**config.mk**
```make
export PLATFORM = sky130hd
export DESIGN_NAME = lane_sram
export DESIGN_NICKNAME = d
export VERILOG_FILES = /design/src/rtl/lane_sram_pkg.sv /design/src/rtl/lane_sram_wmask.sv /design/src/rtl/lane_sram_array.sv /design/src/rtl/lane_sram_outctl.sv /design/src/rtl/lane_sram.sv
export SDC_FILE = /design/constraint.sdc
export NUM_CORES = 1
export LEC_CHECK = 0
export BUFFER_PORTS_ARGS = -buffer_cell sky130_fd_sc_hd__buf_4
export CORE_ASPECT_RATIO = 1.75
export CORE_UTILIZATION = 40
export DETAILED_ROUTE_END_ITERATION = 8
export PLACE_DENSITY = 0.59
export SYNTH_ARGS = -nofsm -noshare
export SYNTH_HDL_FRONTEND = slang
export SYNTH_SLANG_ARGS = --single-unit
```
**constraint.sdc**
```tcl
create_clock -name clk -period 2.01 [get_ports clk]
set_input_delay 0.603 -clock clk [delete_from_list [all_inputs] [get_ports clk]]
set_output_delay 0.603 -clock clk [all_outputs]
set_load 0.01 [all_outputs]
```
**src/rtl/lane_sram_pkg.sv**
```systemverilog
package lane_sram_pkg;
    localparam int LANE_BITS = 9;

    typedef enum logic [1:0] {
        OP_DESEL = 2'd0,
        OP_READ  = 2'd1,
        OP_WRITE = 2'd2
    } op_e;

    typedef enum logic [1:0] {
        OUT_OFF   = 2'd0,
        OUT_DRIVE = 2'd1,
        OUT_HOLD  = 2'd2
    } ost_e;
endpackage

```
**src/rtl/lane_sram_wmask.sv**
```systemverilog
module lane_sram_wmask #(
    parameter int LANES = 4
) (
    input  logic             gw_n,
    input  logic             bwe_n,
    input  logic [LANES-1:0] bw_n,
    output logic [LANES-1:0] lane_we
);
    // Global write overrides everything; per-lane bits count only under the master enable.
    for (genvar g = 0; g < LANES; g++) begin : g_lane
        assign lane_we[g] = !gw_n || (!bwe_n && !bw_n[g]);
    end
endmodule

```
**src/rtl/lane_sram_array.sv**
```systemverilog
module lane_sram_array
    import lane_sram_pkg::*;
#(
    parameter int LANES  = 4,
    parameter int ADDR_W = 5
) (
    input  logic                     clk,
    input  logic                     rst_n,
    input  op_e                      op,
    input  logic [ADDR_W-1:0]        addr,
    input  logic [LANES*LANE_BITS-1:0] wdata,
    input  logic [LANES-1:0]         wmask,
    output logic [LANES*LANE_BITS-1:0] rdata
);
    localparam int DEPTH = 1 << ADDR_W;
    localparam int W     = LANES * LANE_BITS;

    logic              wb_vld;
    logic [ADDR_W-1:0] wb_addr;
    logic [W-1:0]      wb_data;
    logic [LANES-1:0]  wb_mask;
    logic              hit;

    assign hit = wb_vld && (wb_addr == addr);

    // Posted write buffer: refilled by every write, drained into the array at the same edge.
    always_ff @(posedge clk or negedge rst_n) begin
        if (!rst_n) begin
            wb_vld  <= 1'b0;
            wb_addr <= '0;
            wb_data <= '0;
            wb_mask <= '0;
        end else if (op == OP_WRITE) begin
            wb_vld  <= 1'b1;
            wb_addr <= addr;
            wb_data <= wdata;
            wb_mask <= wmask;
        end
    end

    for (genvar g = 0; g < LANES; g++) begin : g_lane
        logic [LANE_BITS-1:0] mem [DEPTH];
        logic [LANE_BITS-1:0] rd_q;

        always_ff @(posedge clk) begin
            if (op == OP_WRITE && wb_vld && wb_mask[g])
                mem[wb_addr] <= wb_data[g*LANE_BITS +: LANE_BITS];
        end

        always_ff @(posedge clk or negedge rst_n) begin
            if (!rst_n)
                rd_q <= '0;
            else if (op == OP_READ)
                rd_q <= (hit && wb_mask[g]) ? wb_data[g*LANE_BITS +: LANE_BITS] : mem[addr];
        end

        assign rdata[g*LANE_BITS +: LANE_BITS] = rd_q;
    end

    // read data only moves on a read
    p_rdata_hold_r5: assert property (@(posedge clk) disable iff (!rst_n)
        (op != OP_READ) |=> $stable(rdata));

    // a read hitting the buffer returns buffered lane 0 when it was written
    p_bypass_r6: assert property (@(posedge clk) disable iff (!rst_n)
        (op == OP_READ && hit && wb_mask[0]) |=> (rdata[LANE_BITS-1:0] == $past(wb_data[LANE_BITS-1:0])));
endmodule

```
**src/rtl/lane_sram_outctl.sv**
```systemverilog
module lane_sram_outctl
    import lane_sram_pkg::*;
(
    input  logic clk,
    input  logic rst_n,
    input  op_e  op,
    output logic drive
);
    ost_e state, state_nx;

    always_comb begin
        state_nx = state;
        unique case (state)
            OUT_OFF:   state_nx = (op == OP_READ) ? OUT_DRIVE : OUT_OFF;
            OUT_DRIVE: begin
                unique case (op)
                    OP_READ:  state_nx = OUT_DRIVE;
                    OP_WRITE: state_nx = OUT_OFF;
                    default:  state_nx = OUT_HOLD;
                endcase
            end
            OUT_HOLD:  state_nx = (op == OP_READ) ? OUT_DRIVE : OUT_OFF;
            default:   state_nx = OUT_OFF;
        endcase
    end

    always_ff @(posedge clk or negedge rst_n) begin
        if (!rst_n) state <= OUT_OFF;
        else        state <= state_nx;
    end

    always_comb begin
        drive = (state == OUT_DRIVE) || (state == OUT_HOLD);
    end

    // a captured read drives the bus after the next edge
    p_read_on_r5: assert property (@(posedge clk) disable iff (!rst_n)
        (op == OP_READ) |=> drive);

    // a captured write releases the bus after the next edge
    p_write_off_r9: assert property (@(posedge clk) disable iff (!rst_n)
        (op == OP_WRITE) |=> !drive);

    // first deselect after a read keeps driving
    p_desel_hold_r8: assert property (@(posedge clk) disable iff (!rst_n)
        (op == OP_DESEL && state == OUT_DRIVE) |=> drive);

    // two deselected cycles in a row release the bus
    p_desel_off_r8: assert property (@(posedge clk) disable iff (!rst_n)
        (op == OP_DESEL && $past(op) == OP_DESEL) |=> !drive);
endmodule

```
**src/rtl/lane_sram.sv**
```systemverilog
module lane_sram
    import lane_sram_pkg::*;
#(
    parameter int LANES  = 4,
    parameter int ADDR_W = 5
) (
    input  logic                       clk,
    input  logic                       rst_n,
    input  logic                       ce_n,
    input  logic [ADDR_W-1:0]          addr,
    input  logic                       gw_n,
    input  logic                       bwe_n,
    input  logic [LANES-1:0]           bw_n,
    input  logic                       oe_n,
    input  logic [LANES*LANE_BITS-1:0] dq_i,
    output logic [LANES*LANE_BITS-1:0] dq_o,
    output logic                       dq_oe
);
    localparam int W = LANES * LANE_BITS;

    logic [LANES-1:0]  lane_we;
    op_e               op_d, op_q;
    logic [ADDR_W-1:0] addr_q;
    logic [W-1:0]      din_q;
    logic [LANES-1:0]  mask_q;
    logic [W-1:0]      rdata;
    logic              drive;

    lane_sram_wmask #(.LANES(LANES)) u_wmask (
        .gw_n    (gw_n),
        .bwe_n   (bwe_n),
        .bw_n    (bw_n),
        .lane_we (lane_we)
    );

    always_comb begin
        if (ce_n)          op_d = OP_DESEL;
        else if (|lane_we) op_d = OP_WRITE;
        else               op_d = OP_READ;
    end

    always_ff @(posedge clk or negedge rst_n) begin
        if (!rst_n) begin
            op_q   <= OP_DESEL;
            addr_q <= '0;
            din_q  <= '0;
            mask_q <= '0;
        end else begin
            op_q   <= op_d;
            addr_q <= addr;
            din_q  <= dq_i;
            mask_q <= lane_we;
        end
    end

    lane_sram_array #(.LANES(LANES), .ADDR_W(ADDR_W)) u_array (
        .clk   (clk),
        .rst_n (rst_n),
        .op    (op_q),
        .addr  (addr_q),
        .wdata (din_q),
        .wmask (mask_q),
        .rdata (rdata)
    );

    lane_sram_outctl u_outctl (
        .clk   (clk),
        .rst_n (rst_n),
        .op    (op_q),
        .drive (drive)
    );

    assign dq_oe = drive && !oe_n;
    assign dq_o  = dq_oe ? rdata : '0;

    // selected global write captures a write of every lane
    p_gw_all_r4: assert property (@(posedge clk) disable iff (!rst_n)
        (!ce_n && !gw_n) |=> (op_q == OP_WRITE && mask_q == {LANES{1'b1}}));

    // a deselected cycle never becomes a write
    p_desel_nowrite_r11: assert property (@(posedge clk) disable iff (!rst_n)
        ce_n |=> (op_q == OP_DESEL));
endmodule

```
**Yosys cells after proc, flatten, opt, wreduce, memory -nomap -nowiden**

Memories as Yosys holds them, arrays and structs flattened.
Cells that the tools add are included.

- Memory bits (writable): 1,152
- Flip-flop bits (word level): 131
- Bits in latches: 0
- Memories: 4
- ROM bits: 0
- Word-level logic and storage cells: 70

- Multiply operators: 0
- Multiplexer cells: 18
- Reductions and logical operators: 30
- Add/subtract/negate cells: 0
- Div/mod/pow operators: 0
- Eq/ne operators: 5
- Shift-type cells: 0
- $lt $le $gt $ge: 0
- Bitwise logic cells: 0

Memories:

| memory | depth | width | rd ports | clocked after memory_dff | wr ports | line | text |
|---|---|---|---|---|---|---|---|
| u_array.g_lane[0].mem | 32 | 9 | 1 | 0 | 1 | lane_sram_array.sv:42 | `logic [LANE_BITS-1:0] mem [DEPTH];` |
| u_array.g_lane[1].mem | 32 | 9 | 1 | 0 | 1 | lane_sram_array.sv:42 |  |
| u_array.g_lane[2].mem | 32 | 9 | 1 | 0 | 1 | lane_sram_array.sv:42 |  |
| u_array.g_lane[3].mem | 32 | 9 | 1 | 0 | 1 | lane_sram_array.sv:42 |  |

Operators with widths:

| cell | count |
|---|---|
| $mux 36 | 1 |
| $mux 9 | 4 |
| $logic_and 1x1->1 | 15 |
| $mux 1 | 9 |
| $pmux 2 s2 | 2 |
| $logic_not 1->1 | 7 |
| $eq 5x5->1 | 1 |
| $logic_or 1x1->1 | 5 |
| $eq 2x1->1 const B | 2 |
| $eq 2x2->1 const B | 2 |
| $mux 2 | 2 |
| $reduce_or 4->1 | 1 |
| $logic_not 2->1 | 1 |
| $reduce_or 2->1 | 1 |

**Longest topological paths before layout**

Gate-level depths: netlist of the first run.

- Depth in word-level cells: 6
- Gate-level depth with buffers: 9
- Mapped depth without buffers: 6

**By module**

Synthesis of the first run repeated with hierarchy kept, for this count alone.

- Cell total of the unflattened synthesis: 2,374
- Area, all modules: 49,204.7 um^2

Modules (own cells, without submodules):

| module | area an instance (um^2) | times used | cells an instance |
|---|---|---|---|
| lane_sram_array | 47,571.9 | 1 | 2,266 |
| lane_sram | 1,456.4 | 1 | 91 |
| lane_sram_outctl | 156.4 | 1 | 13 |
| lane_sram_wmask | 20.0 | 1 | 4 |

**Least setup slack after synthesis of the first run**

Ideal clock, no wire load.

- Path type: register -> output
- Start: register u_outctl.state[0]
- End: output dq_o[26]
- Data required time: 1.407 ns
- Cell stages (with the launch flop): 7
- Path slack: -0.068 ns
- Arrival time: 1.475 ns
- Cell sequence: dfrtp_1 inv_1 ha_1 nor2b_1 clkbuf_1 clkbuf_1 and2_1

- Word-level cells in the longest chain between the ends: 4
- Elaborated cells on any way between the ends: 5
- Those cells by class: 2 x eq/ne; 1 x mux; 2 x reduce/logical

Ends and longest elaborated chain:

| what | line | text |
|---|---|---|
| from (decl) | lane_sram_outctl.sv:9 | `ost_e state, state_nx;` |
| from (signal assigned) | lane_sram_outctl.sv:29 | `else state <= state_nx;` |
| $eq 2x1->1 / $eq 2x2->1 (equally long branches) | lane_sram_outctl.sv:33 | `drive = (state == OUT_DRIVE) \|\| (state == OUT_HOLD);` |
| $logic_or 1x1->1 (*) | lane_sram_outctl.sv:33 |  |
| $logic_and 1x1->1 (*) | lane_sram.sv:73 | `assign dq_oe = drive && !oe_n;` |
| named net dq_oe | lane_sram.sv:17 | `output logic dq_oe` |
| $mux 36 (*) | lane_sram.sv:74 | `assign dq_o = dq_oe ? rdata : '0;` |
| to (decl) | lane_sram.sv:16 | `output logic [LANES*LANE_BITS-1:0] dq_o,` |

The timed path passes the listed nets; every way through them passes the cells marked *.

**Final worst setup path of the first run**

- Start: register u_outctl.state[0]
- End: output dq_o[34]

- Word-level cells in the longest chain between the ends: 4
- Elaborated cells on any way between the ends: 5
- Those cells by class: 2 x eq/ne; 1 x mux; 2 x reduce/logical

Ends and longest elaborated chain:

| what | line |
|---|---|
| $eq 2x1->1 / $eq 2x2->1 (equally long branches) | lane_sram_outctl.sv:33 |
| $logic_or 1x1->1 (*) | lane_sram_outctl.sv:33 |
| $logic_and 1x1->1 (*) | lane_sram.sv:73 |
| $mux 36 (*) | lane_sram.sv:74 |

Every way passes the cells marked *; elsewhere a longest branch is shown, timed or not.

==> results of run 1 <==
-- kinds of logic (layout without fill, tap and decap cells) --
logic type | Yosys count | after routing | synth area share [%]
AO/OA/AOI/OAI | 211 | 211 | 3.031
XOR/XNOR | 5 | 5 | 0.08913
adder cells (fa/ha/maj) | 6 | 6 | 0.1528
buffers and inverters | 150 | 825 | 1.490
flip-flops | 1283 | 1283 | 77.08
multiplexers | 367 | 367 | 14.48
other | 0 | 2 | 0
AND/OR/NAND/NOR | 369 | 369 | 3.672
-- path summary, 6_finish.rpt --
| check | cells past startpoint | slack, ps | to | start |
|---|---|---|---|---|
| worst max-delay path | 7 | -780 | dq_o[34] | u_outctl.state[0] |
| worst min-delay path | 1 | 40 | addr_q[3] | addr[3] |
| worst max register to register | 9 | -330 | u_array.g_lane[2].rd_q[5] | addr_q[0] |
| worst min register to register | 1 | 470 | u_array.wb_data[19] | din_q[19] |
| max in group asynchronous | 3 | 900 | u_array.wb_data[10] | rst_n |
| min in group asynchronous | 2 | 380 | u_array.g_lane[3].rd_q[5] | rst_n |
-- report_power, final --
| group | total [W] | switching, W | internal [W] |
|---|---|---|---|
| logic | 0.00496 | 0.00271 | 0.00225 |
| registers | 0.0312 | 0.000808 | 0.0304 |
| clock network | 0.0233 | 0.00982 | 0.0135 |
| total | 0.0594 | 0.0133 | 0.0461 |
-- layout make-up --
cell class / instances / area, µm²
clock inverters: 75 / 959.7
repair buffers: 601 / 6356
inverters: 13 / 48.80
diodes: 2 / 5.005
clock buffers: 136 / 3037
well taps: 1624 / 2032
fillers: 9550 / 59350
multi-input cells: 958 / 11910
flip-flops and latches: 1283 / 37890
-- sequential cells by signal, indices dropped and copies added (netlist names) --
name and flops:
addr_q 5, mask_q 4, u_array.wb_vld 1, u_array.wb_mask 4, u_array.wb_addr 5, op_q 2
din_q 36, u_outctl.state 2, u_array.g_lane.rd_q 36, u_array.wb_data 36, u_array.g_lane.mem 1152
-- stage by stage --
stage          area (µm²)  TNS [ps]
2_1_floorplan       49130         0
4_1_cts             61290    -38960
3_3_place_gp        54700    -10680
5_1_grt             62240    -42160
3_5_place_dp        54700    -22760
6_report            62240    -34880
-- worst max-delay path, cell delays in order, from the launching register on --
cell and delay, ps:
dfrtp_1 370, inv_2 60, ha_4 250, nor2b_4 190, buf_12 180, buf_6 110
and2_4 180, buf_6 110
-- routing by layer --
metal	share of wire, %	track usage [%]	routed length [µm]	vias up
li1	-	-	-	10972
met1	37	25.51	49000	13830
met2	55	40.78	74300	828
met3	4.5	2.617	6008	226
met4	3.5	7.732	4633	0
met5	0	0	0	-
-- repair_timing --
action | CTS | global route
gates resized for setup | 286 | 174
hold endpoints to repair | 68 | 0
endpoints found under the setup margin | 519 | 662
cloned | 23 | 7
pin swaps | 65 | 74
buffers inserted | 52 | 31
hold buffers | 41 | 0
-- layout by cell type, fill, tap and decap left out, types with 10 or more instances in the layout --
master / n
mux2_2: 48
nor2b_1: 15
dfrtp_1: 122
o22ai_2: 16
buf_6: 78
buf_16: 18
bufinv_16: 21
nor2_2: 10
clkbuf_16: 119
nand2_2: 11
clkbuf_1: 13
nor3_2: 24
a22oi_1: 35
edfxtp_1: 1152
inv_1: 11
and3_1: 16
o22ai_1: 17
clkinv_1: 11
buf_4: 376
nor2_1: 129
mux2i_1: 43
clkinv_2: 24
mux4_2: 270
and2_4: 29
and3_4: 29
dlygate4sd3_1: 41
a22oi_2: 51
buf_12: 69
buf_8: 11
nand2_1: 35
nor3_1: 13
==> impl_metrics.env, run 1 <==
export IMPL_status="finished, violations left"
export IMPL_violations="negative setup slack"
export IMPL_drive_above_1_share_pct=43.28
export IMPL_cts_tree="done"
export IMPL_gp_congestion=0.8585
export IMPL_wl_per_cell_um=28.55
export IMPL_via_count=25856
export IMPL_drc=0
export IMPL_synth_edf_count=1152
export IMPL_startpoint_type="flop"
export IMPL_rows=169
export IMPL_synthDistinctLibCells=45
export IMPL_synth_flop_cell="edfxtp_1"
export IMPL_clock_fmax_mhz=358.0
export IMPL_synth_area_top_cells="edfxtp_1 (70%), mux4_2 (12%), dfrtp_1 (6.7%), a22oi_1 (1.3%), mux2_2 (1.2%)"
export IMPL_firstDrtPassIters=9
export IMPL_grt_pass1_vias=27600
export IMPL_synth_seq_cells=1283
export IMPL_maxSlewViolCount=0
export IMPL_die_area_um2=124300
export IMPL_crit_fanout=6
export IMPL_yosysWarnings=0
export IMPL_yosysTopAreaCell="edfxtp_1"
export IMPL_worst_slew_pin_slew_ps=1021
export IMPL_grt_max_degree=35
export IMPL_avgSynthCellArea_um2=20.55
export IMPL_hpwl_um=86660
export IMPL_clockRootBuffer="clkbuf_16"
export IMPL_ys_seq_area_share_pct=77.08
export IMPL_crit_type="flop to output pin"
export IMPL_drtAntennaViolNets=0
export IMPL_fin_hold_ws_ps=36.17
export IMPL_grt_usage_pct=21.82
export IMPL_start_util_pct=40.41
export IMPL_syn_to_final_growth_pct=26.68
export IMPL_antenna_found_initial=1
export IMPL_die_h_um=465.6
export IMPL_htree_levels=3
export IMPL_p_leak_nw=21.01
export IMPL_fin_cells=4692
export IMPL_clockBufferDepth=3
export IMPL_grt_pass1_wl_um=193100
export IMPL_clock_sinks=1283
export IMPL_clock_latency_ps=740
export IMPL_setup_ws_ps=-782.9
export IMPL_fin_crit_ps=2793
export IMPL_tritoncts_num_buffers=111
export IMPL_routed_wl_um=133900
export IMPL_dp_cells=4340
export IMPL_vdd_drop_max_mv=0.7543
export IMPL_finalHoldViolCount=0
export IMPL_clk_pin_slew_ps=70
export IMPL_holdCritPathClass="primary input to flop"
export IMPL_grt_ovfl_total=0
export IMPL_syn_area_um2=49130
export IMPL_fin_util_pct=51.19
export IMPL_rsz0062_at_grt="true"
export IMPL_io_buffers=87
export IMPL_setup_viol=78
export IMPL_arrival_ps=2190
export IMPL_die_width_um=266.9
export IMPL_syn_nets=2448
export IMPL_synth_cells=2391
export IMPL_finalCritPeriodShare_pct=139.0
export IMPL_max_slew_margin_rel_pct=31.96
export IMPL_end_kind="output pin"
export IMPL_fp_coreArea_um2=121600
export IMPL_drv_cap=0
export IMPL_synthTopCellsByCount="edfxtp_1 (1152), mux4_2 (270), nor2_1 (143)"
export IMPL_yosysMostFrequentCell="edfxtp_1"
export IMPL_preCtsSetupSlack_ps=-412.5
export IMPL_worstPathRequired_ps=1410
export IMPL_synthArstFlopShare_pct=10.21
export IMPL_yosysTopAreaCellShare_pct=70.41
export IMPL_power_w=0.05945
export IMPL_drtIter0Drc=1979
export IMPL_io_pin_count=88
export IMPL_nets=3025
export IMPL_via_per_inst=5.511
export IMPL_pwr_density_cell_nw_per_um2=955.2
export IMPL_skew_ps=22.81
(Power assumes the default switching activity.)
==> run 2, diff against run 1 <==
Settings changed: CELL_PAD_IN_SITES_DETAIL_PLACEMENT set to 0, CELL_PAD_IN_SITES_GLOBAL_PLACEMENT set to 1, PLACE_DENSITY 0.59 to 0.65.
==> run 2 against run 1 <==
Against the previous run: critical endpoint is now dq_o[14]; clock skew grew 17 ps; critical path depth did not move; the run still ends with negative setup slack left; count of clock-buffer cells in the layout grew 2; hold slack gained 43 ps; core utilization is 0.49 points lower; setup slack improved by 15 ps; critical path type unchanged; sequential cell count stayed put.
==> impl_metrics.env, run 2 (synthesized netlist as in run 1, its figures left out) <==
export IMPL_r2r_end="u_array.g_lane[0].rd_q[0]"
export IMPL_clock_latency_ps=740
export IMPL_gp_congestion=0.8718
export IMPL_clockBufferDepth=3
export IMPL_fin_util_pct=50.70
export IMPL_pwr_density_cell_nw_per_um2=947.0
export IMPL_startpoint_type="flop"
export IMPL_clockRootBuffer="clkbuf_16"
export IMPL_vdd_drop_max_mv=0.6707
export IMPL_grt_pass1_wl_um=193600
export IMPL_worst_slew_pin_slew_ps=1060
export IMPL_htree_levels=3
export IMPL_grt_usage_pct=21.88
export IMPL_rsz0062_at_grt="true"
export IMPL_layout_common_cells="edfxtp_1 (1152), buf_4 (419), mux4_2 (270)"
export IMPL_via_per_inst=5.490
export IMPL_fillers=9741
export IMPL_crit_start="u_outctl.state[1]"
export IMPL_max_flop_register="u_array.g_lane.mem"
export IMPL_r2r_start="addr_q[0]"
export IMPL_grt_pass1_vias=27957
export IMPL_maxSlewViolCount=0
export IMPL_final_area_um2=61640
export IMPL_die_h_um=465.6
export IMPL_drtAntennaViolNets=0
export IMPL_clock_fmax_mhz=360.0
export IMPL_setup_ws_ps=-767.9
export IMPL_violations="negative setup slack"
export IMPL_firstDrtPassIters=5
export IMPL_placed_area_um2=55010
export IMPL_final_common_cell="edfxtp_1"
export IMPL_drc=0
export IMPL_io_pin_count=88
export IMPL_status="finished, violations left"
export IMPL_crit_type="flop to output pin"
export IMPL_io_buffers=87
export IMPL_dp_cells=4388
export IMPL_rows=169
export IMPL_p_leak_nw=20.82
export IMPL_grt_max_degree=38
export IMPL_drtIter0Drc=2171
export IMPL_worstPathRequired_ps=1410
export IMPL_tritoncts_num_buffers=113
export IMPL_power_w=0.05837
export IMPL_largest_reg_flops=1152
export IMPL_syn_to_final_growth_pct=25.46
export IMPL_arrival_ps=2170
export IMPL_reg2reg_slack_ps=-360
export IMPL_setup_viol=73
export IMPL_clk_pin_slew_ps=70
export IMPL_via_count=25836
export IMPL_end_kind="output pin"
export IMPL_fin_hold_ws_ps=78.86
export IMPL_cts_tree="done"
export IMPL_crit_fanout=5
export IMPL_hpwl_um=88310
export IMPL_crit_path_end="dq_o[14]"
export IMPL_skew_ps=39.40
export IMPL_finalCritPeriodShare_pct=138.2
export IMPL_clock_sinks=1283
export IMPL_grt_ovfl_total=0
export IMPL_fin_cells=4706
export IMPL_start_util_pct=40.41
export IMPL_fp_coreArea_um2=121600
export IMPL_fin_crit_ps=2778
export IMPL_drive_above_1_share_pct=41.87
export IMPL_holdCritPathClass="primary input to flop"
export IMPL_nets=3045
export IMPL_reg2regPathDepth=11
export IMPL_die_width_um=266.9
export IMPL_drv_cap=0
export IMPL_finalHoldViolCount=0
export IMPL_max_slew_margin_rel_pct=29.36
export IMPL_die_area_um2=124300
export IMPL_routed_wl_um=134000
export IMPL_antenna_found_initial=2
export IMPL_wl_per_cell_um=28.47
## run 2: power by group
part | leakage [nW] | total [W] | internal (W) | switching (W)
combinational | 7.06 | 0.00466 | 0.00217 | 0.00249
sequential | 11.9 | 0.0313 | 0.0304 | 0.000938
clock | 1.85 | 0.0224 | 0.0126 | 0.00980
## run 2: cell type report
| class | count | area, µm² | area share, % |
|---|---|---|---|
| tap | 1624 | 2032 | 3.297 |
| clock inverter | 70 | 753.2 | 1.222 |
| sequential | 1283 | 37890 | 61.47 |
| antenna | 1 | 2.502 | 0.004060 |
| multi-input combinational | 958 | 11650 | 18.90 |
| clock buffer | 138 | 3055 | 4.957 |
| inverter | 13 | 48.80 | 0.07917 |
| timing repair buffer | 619 | 6208 | 10.07 |
## run 2: worst min-delay path by stage
stage               depth (start not counted)      start  slack (ps)                  end
floorplan                                   0      rst_n         310            addr_q[0]
global placement                            1  din_q[28]         460  u_array.wb_data[28]
detailed placement                          1   din_q[8]         460   u_array.wb_data[8]
CTS                                         2    bw_n[3]          40            mask_q[3]
global route                                2    bw_n[3]          80            mask_q[3]
finish                                      2    bw_n[3]          80            mask_q[3]
## run 2: worst max-delay path: stages, from the launching register on
cell and delay [ps]:
dfrtp_1 360, inv_2 60, ha_4 250, nor2b_4 160, buf_12 160, buf_12 160, and2_4 170, buf_6 100
## run 2: what timing repair did
action,CTS,global route
resized for setup,261,101
pin swaps,55,56
buffers inserted,43,19
hold buffers,43,0
cloned,15,6
endpoints found under the setup margin,94,338
endpoints found under the hold margin,70,0
## run 2: stage by stage
| step | setup TNS [ps] | worst slack (ps) |
|---|---|---|
| 3_5_place_dp | -12880 | -532.4 |
| 4_1_cts | -37500 | -808.7 |
| 5_1_grt | -40090 | -851.6 |
| 3_3_place_gp | -11980 | -549.1 |
| 2_1_floorplan | 0 | 18.22 |
| 6_report | -34990 | -767.9 |
## run 2: routing by layer
layer	vias to the layer above	routed length, µm	GRT usage [%]
li1	10982	-	-
met4	0	4888	8.359
met5	-	0	0
met1	13756	49150	25.71
met2	852	73640	40.29
met3	246	6320	2.844
